$ cat src/rtl/imm_fetch_pkg.sv
package imm_fetch_pkg;

  typedef enum logic [1:0] {
    OP_LOAD_B  = 2'b00,
    OP_LOAD_C  = 2'b01,
    OP_LOAD_BC = 2'b10,
    OP_ADD_A   = 2'b11
  } opClass_e;

  typedef struct packed {
    logic incPc;
    logic wrB;
    logic wrC;
    logic addA;
  } dpStrobe_t;

  typedef enum logic [2:0] {
    S_IDLE,
    S_LAND,
    S_WAIT_EDCK,
    S_EXEC_C,
    S_EXEC_B,
    S_EXEC_ADD
  } seqState_e;

endpackage

$ cat src/rtl/ifs_control.sv
module ifs_control
  import imm_fetch_pkg::*;
(
  input  logic       clk,
  input  logic       rstN,
  input  logic       start,
  input  logic [1:0] opClass,
  input  logic       rack,
  input  logic       edck,
  input  logic       dack,
  output dpStrobe_t  strobe,
  output logic       busReq,
  output logic       busy,
  output logic       done
);

  seqState_e state, stateNext;
  opClass_e  curOp;
  logic      secondByte;

  always_ff @(posedge clk) begin
    if (!rstN) begin
      state      <= S_IDLE;
      curOp      <= OP_LOAD_B;
      secondByte <= 1'b0;
    end else begin
      state <= stateNext;
      if (state == S_IDLE && start) begin
        curOp      <= opClass_e'(opClass);
        secondByte <= 1'b0;
      end
      if (state == S_EXEC_C && curOp == OP_LOAD_BC)
        secondByte <= 1'b1;
    end
  end

  always_comb begin
    stateNext = state;
    case (state)
      S_IDLE:      if (start) stateNext = S_LAND;
      S_LAND:      if (rack) stateNext = S_WAIT_EDCK;
      S_WAIT_EDCK: begin
        if (edck) begin
          if (curOp == OP_ADD_A)
            stateNext = S_EXEC_ADD;
          else if (curOp == OP_LOAD_B || (curOp == OP_LOAD_BC && secondByte))
            stateNext = S_EXEC_B;
          else
            stateNext = S_EXEC_C;
        end
      end
      S_EXEC_C:    stateNext = (curOp == OP_LOAD_BC) ? S_LAND : S_IDLE;
      S_EXEC_B:    stateNext = S_IDLE;
      S_EXEC_ADD:  stateNext = S_IDLE;
      default:     stateNext = S_IDLE;
    endcase
  end

  always_comb begin
    strobe.incPc = (state == S_LAND) && rack;
    strobe.wrB   = (state == S_EXEC_B);
    strobe.wrC   = (state == S_EXEC_C);
    strobe.addA  = (state == S_EXEC_ADD);
  end

  assign busReq = (state == S_LAND);
  assign busy   = (state != S_IDLE);
  assign done   = (state == S_EXEC_B) || (state == S_EXEC_ADD) ||
                  ((state == S_EXEC_C) && (curOp != OP_LOAD_BC));

  assert_req_hold_R3: assert property (@(posedge clk) disable iff (!rstN)
    (busReq && !rack) |=> busReq);

  assert_req_drop_R3: assert property (@(posedge clk) disable iff (!rstN)
    (busReq && rack) |=> !busReq);

  assert_exec_after_edck_R5: assert property (@(posedge clk) disable iff (!rstN)
    (strobe.wrB || strobe.wrC || strobe.addA) |-> ($past(edck) && dack));

  assert_done_ends_R9: assert property (@(posedge clk) disable iff (!rstN)
    done |=> !busy);

endmodule

$ cat src/rtl/ifs_datapath.sv
module ifs_datapath
  import imm_fetch_pkg::*;
#(
  parameter int DATA_W   = 8,
  parameter int ADDR_W   = 16,
  parameter logic [ADDR_W-1:0] RESET_PC = '0
) (
  input  logic              clk,
  input  logic              rstN,
  input  dpStrobe_t         strobe,
  input  logic [DATA_W-1:0] busData,
  output logic [ADDR_W-1:0] pc,
  output logic [DATA_W-1:0] regA,
  output logic [DATA_W-1:0] regB,
  output logic [DATA_W-1:0] regC,
  output logic              carry
);

  localparam int SUM_W = DATA_W + 1;

  logic [SUM_W-1:0] sum;

  assign sum = {1'b0, regA} + {1'b0, busData};

  always_ff @(posedge clk) begin
    if (!rstN) begin
      pc    <= RESET_PC;
      regA  <= '0;
      regB  <= '0;
      regC  <= '0;
      carry <= 1'b0;
    end else begin
      if (strobe.incPc) pc <= pc + 1'b1;
      if (strobe.wrB)   regB <= busData;
      if (strobe.wrC)   regC <= busData;
      if (strobe.addA) begin
        regA  <= sum[DATA_W-1:0];
        carry <= sum[DATA_W];
      end
    end
  end

  assert_single_write_R5: assert property (@(posedge clk) disable iff (!rstN)
    $onehot0({strobe.wrB, strobe.wrC, strobe.addA}));

  assert_carry_hold_R8: assert property (@(posedge clk) disable iff (!rstN)
    !strobe.addA |=> $stable(carry));

endmodule

$ cat src/rtl/imm_fetch_seq.sv
module imm_fetch_seq
  import imm_fetch_pkg::*;
#(
  parameter int DATA_W   = 8,
  parameter int ADDR_W   = 16,
  parameter logic [ADDR_W-1:0] RESET_PC = 16'h0100
) (
  input  logic              clk,
  input  logic              rstN,
  input  logic              start,
  input  logic [1:0]        opClass,
  input  logic              rack,
  input  logic              edck,
  input  logic              dack,
  input  logic [DATA_W-1:0] busData,
  output logic              busReq,
  output logic [ADDR_W-1:0] busAddr,
  output logic [ADDR_W-1:0] pc,
  output logic [DATA_W-1:0] regA,
  output logic [DATA_W-1:0] regB,
  output logic [DATA_W-1:0] regC,
  output logic              carry,
  output logic              busy,
  output logic              done
);

  dpStrobe_t strobe;

  ifs_control i_control (
    .clk     (clk),
    .rstN    (rstN),
    .start   (start),
    .opClass (opClass),
    .rack    (rack),
    .edck    (edck),
    .dack    (dack),
    .strobe  (strobe),
    .busReq  (busReq),
    .busy    (busy),
    .done    (done)
  );

  ifs_datapath #(
    .DATA_W   (DATA_W),
    .ADDR_W   (ADDR_W),
    .RESET_PC (RESET_PC)
  ) i_datapath (
    .clk     (clk),
    .rstN    (rstN),
    .strobe  (strobe),
    .busData (busData),
    .pc      (pc),
    .regA    (regA),
    .regB    (regB),
    .regC    (regC),
    .carry   (carry)
  );

  assign busAddr = pc;

  assert_pc_step_R4: assert property (@(posedge clk) disable iff (!rstN)
    (busReq && rack) |=> (pc == $past(pc) + 1'b1));

  assert_pc_still_R4: assert property (@(posedge clk) disable iff (!rstN)
    !(busReq && rack) |=> $stable(pc));

endmodule

$ cat config.mk
export PLATFORM = sky130hd
export DESIGN_NAME = imm_fetch_seq
export DESIGN_NICKNAME = d
export VERILOG_FILES = /design/src/rtl/imm_fetch_pkg.sv /design/src/rtl/ifs_control.sv /design/src/rtl/ifs_datapath.sv /design/src/rtl/imm_fetch_seq.sv
export SDC_FILE = /design/constraint.sdc
export NUM_CORES = 1
export LEC_CHECK = 0
export BUFFER_PORTS_ARGS = -buffer_cell sky130_fd_sc_hd__buf_2
export CAP_MARGIN = 20
export CORE_MARGIN = 3
export CORE_UTILIZATION = 40
export CTS_CLUSTER_SIZE = 40
export DETAILED_ROUTE_END_ITERATION = 7
export MAX_ROUTING_LAYER = met4
export PLACE_DENSITY = 0.65
export SLEW_MARGIN = 40
export SYNTH_ARGS = -nofsm -noshare
export SYNTH_HDL_FRONTEND = slang
export SYNTH_SLANG_ARGS = --single-unit
$ cat constraint.sdc
create_clock -name clk -period 2.2 [get_ports clk]
set_clock_uncertainty 0.1 [all_clocks]
set_input_delay 0.44 -clock clk [delete_from_list [all_inputs] [get_ports clk]]
set_output_delay 0.44 -clock clk [all_outputs]
set_load 0.01 [all_outputs]
* Word level (Yosys, flattened, before mapping)
Cells that the tools add are included.
Cells by class: add/subtract/negate cells 2, equal/unequal tests 11, mux-type cells 9, reductions and logical operators 13
Operators by type and width (number):
- adder 16 x 1 -> 16 bit, second input constant | 1
- 2-to-1 mux 3 bit | 5
- one-hot mux 3 bit (4 select lines) | 1
- adder 8 x 8 -> 9 bit | 1
- != test 2 bit, second input constant | 4
- equality test 3 x 2 -> 1 bit, second input constant | 2
- equality test 3 bit, second input constant | 2
- logical AND 1 bit | 5
- equality test 2 bit, second input constant | 2
- equality test 3 x 1 -> 1 bit, second input constant | 1
- zero test 3 bit | 1
- logical OR 1 bit | 3
- 2-to-1 mux 1 bit | 3
- AND reduction 3 bit | 1
- nonzero test 3 bit | 1
- zero test 2 bit | 1
- nonzero test 2 bit | 1
Word-level totals: register bits 47, output and inout port bits 60, logic and storage cells 43

* Longest topological paths before layout
word-level depth 7, mapped depth 7, mapped depth without buffers 7

* By module
Synthesis repeated with hierarchy kept, for this count alone.
Unflattened totals: cells, all modules 263, area, all modules 2413.6 um^2
Modules (own cells, without submodules):
- ifs_datapath | instances 1, cells an instance 202, area each 1903.1 um^2, sequential area each 820.8 um^2
- ifs_control | instances 1, cells an instance 45, area each 390.4 um^2, sequential area each 120.1 um^2
- imm_fetch_seq | instances 1, cells an instance 16, area each 120.1 um^2, sequential area each 0.0 um^2

* Least setup slack after synthesis
OpenSTA, ideal clock, no wires.
path kind input to register, from input port busData[0], to register i_datapath.carry, arrival time 1.663 ns, data required time 1.978 ns, setup slack 0.315 ns, stages on the path 7, buffers on the path 0, path through ha_1 -> inv_1 -> fa_1 -> nor2b_1 -> o21a_1 -> o31a_1 -> o311a_1
Between the ends: cells in the longest elaborated chain, start to end 1
Ends and longest elaborated chain:
- from (decl) | line imm_fetch_seq.sv:15 | input logic [DATA_W-1:0] busData,
- adder 8 x 8 -> 9 bit | line ifs_datapath.sv:23 | assign sum = {1'b0, regA} + {1'b0, busData};
- to (signal assigned) | line ifs_datapath.sv:38 | carry <= sum[DATA_W];
- to (decl) | line ifs_datapath.sv:16 | output logic carry
Every way passes these cells. A chain may end at the register's enable or synchronous reset.

* Final worst setup path
from register i_control.state[1], to output port busy
Between the ends: cells in the longest elaborated chain, start to end 1
Ends and longest elaborated chain:
- from (decl) | line ifs_control.sv:17 | seqState_e state, stateNext;
- from (signal assigned) | line ifs_control.sv:27 | state <= stateNext;
- nonzero test 3 bit | line ifs_control.sv:67 | assign busy = (state != S_IDLE);
- to (decl) | line imm_fetch_seq.sv:23 | output logic busy,
Every way passes these cells.

==> results.py <==
metrics = {
    "die": {
        "die_w_um": 83.2,
        "dieArea_sq_mm": 0.00692,
        "die_h_um": 83.2,
        "coreArea_sq_mm": 0.00564,
        "start_util_pct": 42.2,
        "rows": 27,
        "ios": 76,
    },
    "cts": {
        "cts.htree.levels": 2,
        "cts.sinks": 47,
        "clkTransAtPathRegs_ns": 0.08,
        "clock_latency_ns": 0.30,
        "cts_hold_buf": 0,
        "clk_path_buf_depth": 2,
        "cts_tree": "done",
        "ctsResizeCount": 0,
        "tritoncts.num_buffers": 5,
        "cts_setup_buffers": 0,
        "cts-root-buf": "clkbuf_8",
    },
    "logic_synthesis": {
        "async_flop_share_pct": 0,
        "synth_area_leaders": "dfxtp_1, nand2_1, buf_4",
        "synth_cell_types": 47,
        "synth_top_area_share_pct": 39.5,
        "synth_flop_cell": "dfxtp_1",
        "syn_area_per_cell_sq_um": 8.45,
        "synth_warnings": 0,
        "synth_most_common_cell": "dfxtp_1",
        "synth_nets": 308,
        "netlist_area_sq_mm": 0.00238,
        "yosysSeqAreaShare_pct": 39.5,
        "synth_top_cell_by_area": "dfxtp_1",
        "synth_edf_count": 0,
        "syn_inst": 282,
        "synth_common_cells": "dfxtp_1, nand2_1, a21oi_1, nor2_1",
        "ys_ff_latch": 47,
    },
    "place": {
        "pre_cts_ws_ns": 0.0463,
        "place_area_sq_mm": 0.00275,
        "dp.cells": 409,
        "hpwlAfterDp_mm": 4.09,
        "place_congestion": 0.804,
        "port_buffers": 74,
    },
    "drt": {
        "drtIter0Drc": 71,
        "vias_per_cell": 5.18,
        "dr.pass1.iters": 4,
        "drc_errors": 0,
        "wirelength_mm": 5.49,
        "wl_per_cell_um": 13.2,
        "ant_nets": 0,
        "dr_total_vias": 2154,
    },
    "run": {
        "drv_cap": 0,
    },
    "timing": {
        "relSlewSlack_pct": 61.9,
        "period_share_pct": 87.8,
        "hold_violations": 0,
        "fmax_mhz": 518,
        "worst_pin_slew_ns": 0.569,
        "layout_setup_ws_ns": 0.269,
        "tns_ns": 0,
        "finalCriticalPeriod_ns": 1.93,
        "finalSetupViolations": 0,
        "grt_setup_unrepaired": "false",
        "maxSlewViolCount": 0,
    },
    "worst_setup_path": {
        "cp.arrival_ns": 1.39,
        "rrSetupSlack_ns": 0.27,
        "worstSetupPathType": "register to output port",
        "crit_fanout": 13,
        "reg2reg_depth": 7,
        "cp-end-kind": "output port",
        "required_ns": 1.66,
        "r2r_start": "i_datapath.regA[0]$_SDFFE_PN0P_",
        "regToRegEndpoint": "i_datapath.carry$_SDFFE_PN0P_",
        "worstSetupStartpoint": "i_control.state[1]$_SDFFE_PN0P_",
        "startpoint_type": "register",
        "endpoint": "busy",
    },
    "global_routing": {
        "grt_overflow_total": 0,
        "grt_antenna_before_repair": 0,
        "grt_max_degree": 15,
        "first_global_vias": 1997,
        "track_usage_pct": 16.4,
        "grt_first_pass_wirelength_mm": 9.17,
    },
    "cells_and_area": {
        "fin_area_sq_mm": 0.00283,
        "nNetsFinal": 370,
        "area_delta_synth_final_pct": 18.8,
        "stdcell_count": 416,
        "final_layout_size_suffix_gt1_share_pct": 27.3,
        "antenna_cells": 0,
    },
    "power": {
        "pwr-share-comb_pct": 10.6,
        "p_leak_nw": 1.26,
        "ir_drop_mv": 0.422,
        "p_sw_w": 0.000388,
        "powerDensity_mw_per_mm2": 553,
        "p_sw_share_pct": 24.8,
        "power_frac_clock_pct": 33.7,
        "seq_power_share_pct": 55.8,
        "p_int_w": 0.00118,
    },
    "worst_hold_path": {
        "hold_start": "opClass[0]",
        "hold_path.class": "primary input to register",
    },
    "run_status": {
        "status": "completed",
    },
}
-- metal layers --
metal	vias up	global-route usage [%]	wire [um]
met3	8	3.97	379
met5	-	-	0
met4	0	5.65	72
met1	985	19.3	2450
met2	62	27.3	2590
li1	1099	-	-
-- flip-flops by register name (all words and copies together) (netlist names) --
name and cells:
i_datapath.pc 16, i_datapath.regC 8, i_control.curOp 2, i_datapath.regA 8
i_datapath.regB 8, i_datapath.carry 1, i_control.secondByte 1, i_control.state 3
-- critical path, stage by stage, from the launching register on --
cell and delay, ns:
dfxtp_1 0.33, buf_4 0.18, nor3_1 0.37, inv_1 0.07, buf_2 0.15
-- power by group through the flow --
| stage | Clock (W) | Sequential (W) | Combinational (W) |
|---|---|---|---|
| floorplan | 0 | 0.000896 | 0.000100 |
| global placement | 0 | 0.000893 | 0.000164 |
| detailed placement | 0 | 0.000894 | 0.000166 |
| CTS | 0.000555 | 0.000874 | 0.000167 |
| global route | 0.000580 | 0.000876 | 0.000184 |
| finish | 0.000527 | 0.000873 | 0.000165 |
-- area by class of cell --
type	count	area, sq um
multi-input cells	198	1250
repair buffers	82	430
clock inverters	1	5.00
well taps	72	90.1
flip-flops and latches	47	941
clock buffers	6	82.6
inverters	10	37.5
fillers	563	2810
-- worst min path at each step --
| stage | end | depth (start not counted) |
|---|---|---|
| floorplan | i_control.curOp[1]$_SDFFE_PN0P_ | 2 |
| global placement | i_datapath.regC[1]$_SDFFE_PN0N_ | 2 |
| detailed placement | i_datapath.regC[7]$_SDFFE_PN0N_ | 2 |
| CTS | i_control.curOp[0]$_SDFFE_PN0P_ | 3 |
| global route | i_control.curOp[1]$_SDFFE_PN0P_ | 3 |
| finish | i_control.curOp[0]$_SDFFE_PN0P_ | 3 |
-- cells in the final DEF, fill, tap and decap left out, types with 2 or more instances in the layout --
cell       n
a211oi_1   3
a21o_1     2
a21oi_1   23
and2_1     2
and3_1     3
buf_2     74
buf_4      8
clkbuf_8   6
dfxtp_1   47
ha_1       9
inv_1     10
mux2i_1   10
nand2_1   35
nand2b_1   3
nand3_1   17
nand3b_1   2
nand4_1    4
nor2_1    22
nor2b_1    6
nor3_1     6
o211ai_1   2
o21a_1     4
o21ai_0    5
o311ai_0   2
o31ai_1    3
or3_1      3
or4_1      4
xnor2_1    3
xor2_1     7
-- cells by family (layout without fill, tap and decap cells) --
family	Yosys count	count (layout)	synth area share (%)
multiplexers	10	10	4.20
buffers and inverters	37	99	8.50
XOR/XNOR	10	10	3.67
flip-flops	47	47	39.5
adder cells (fa/ha/maj)	10	10	5.56
AND/OR/NAND/NOR	117	117	25.2
AO/OA/AOI/OAI	51	51	13.4
-- metrics by stage --
step | util [%] | total power [W] | hold WS [ns]
CTS | 50.2 | 0.00159 | 0.281
detailed placement | 48.7 | 0.00106 | 0.347
global route | 50.2 | 0.00164 | 0.292
finish | 50.2 | 0.00157 | 0.287
global placement | 48.7 | 0.00106 | 0.339
floorplan | - | 0.000996 | 0.353
No activity file was read; power rests on OpenSTA's default activity.
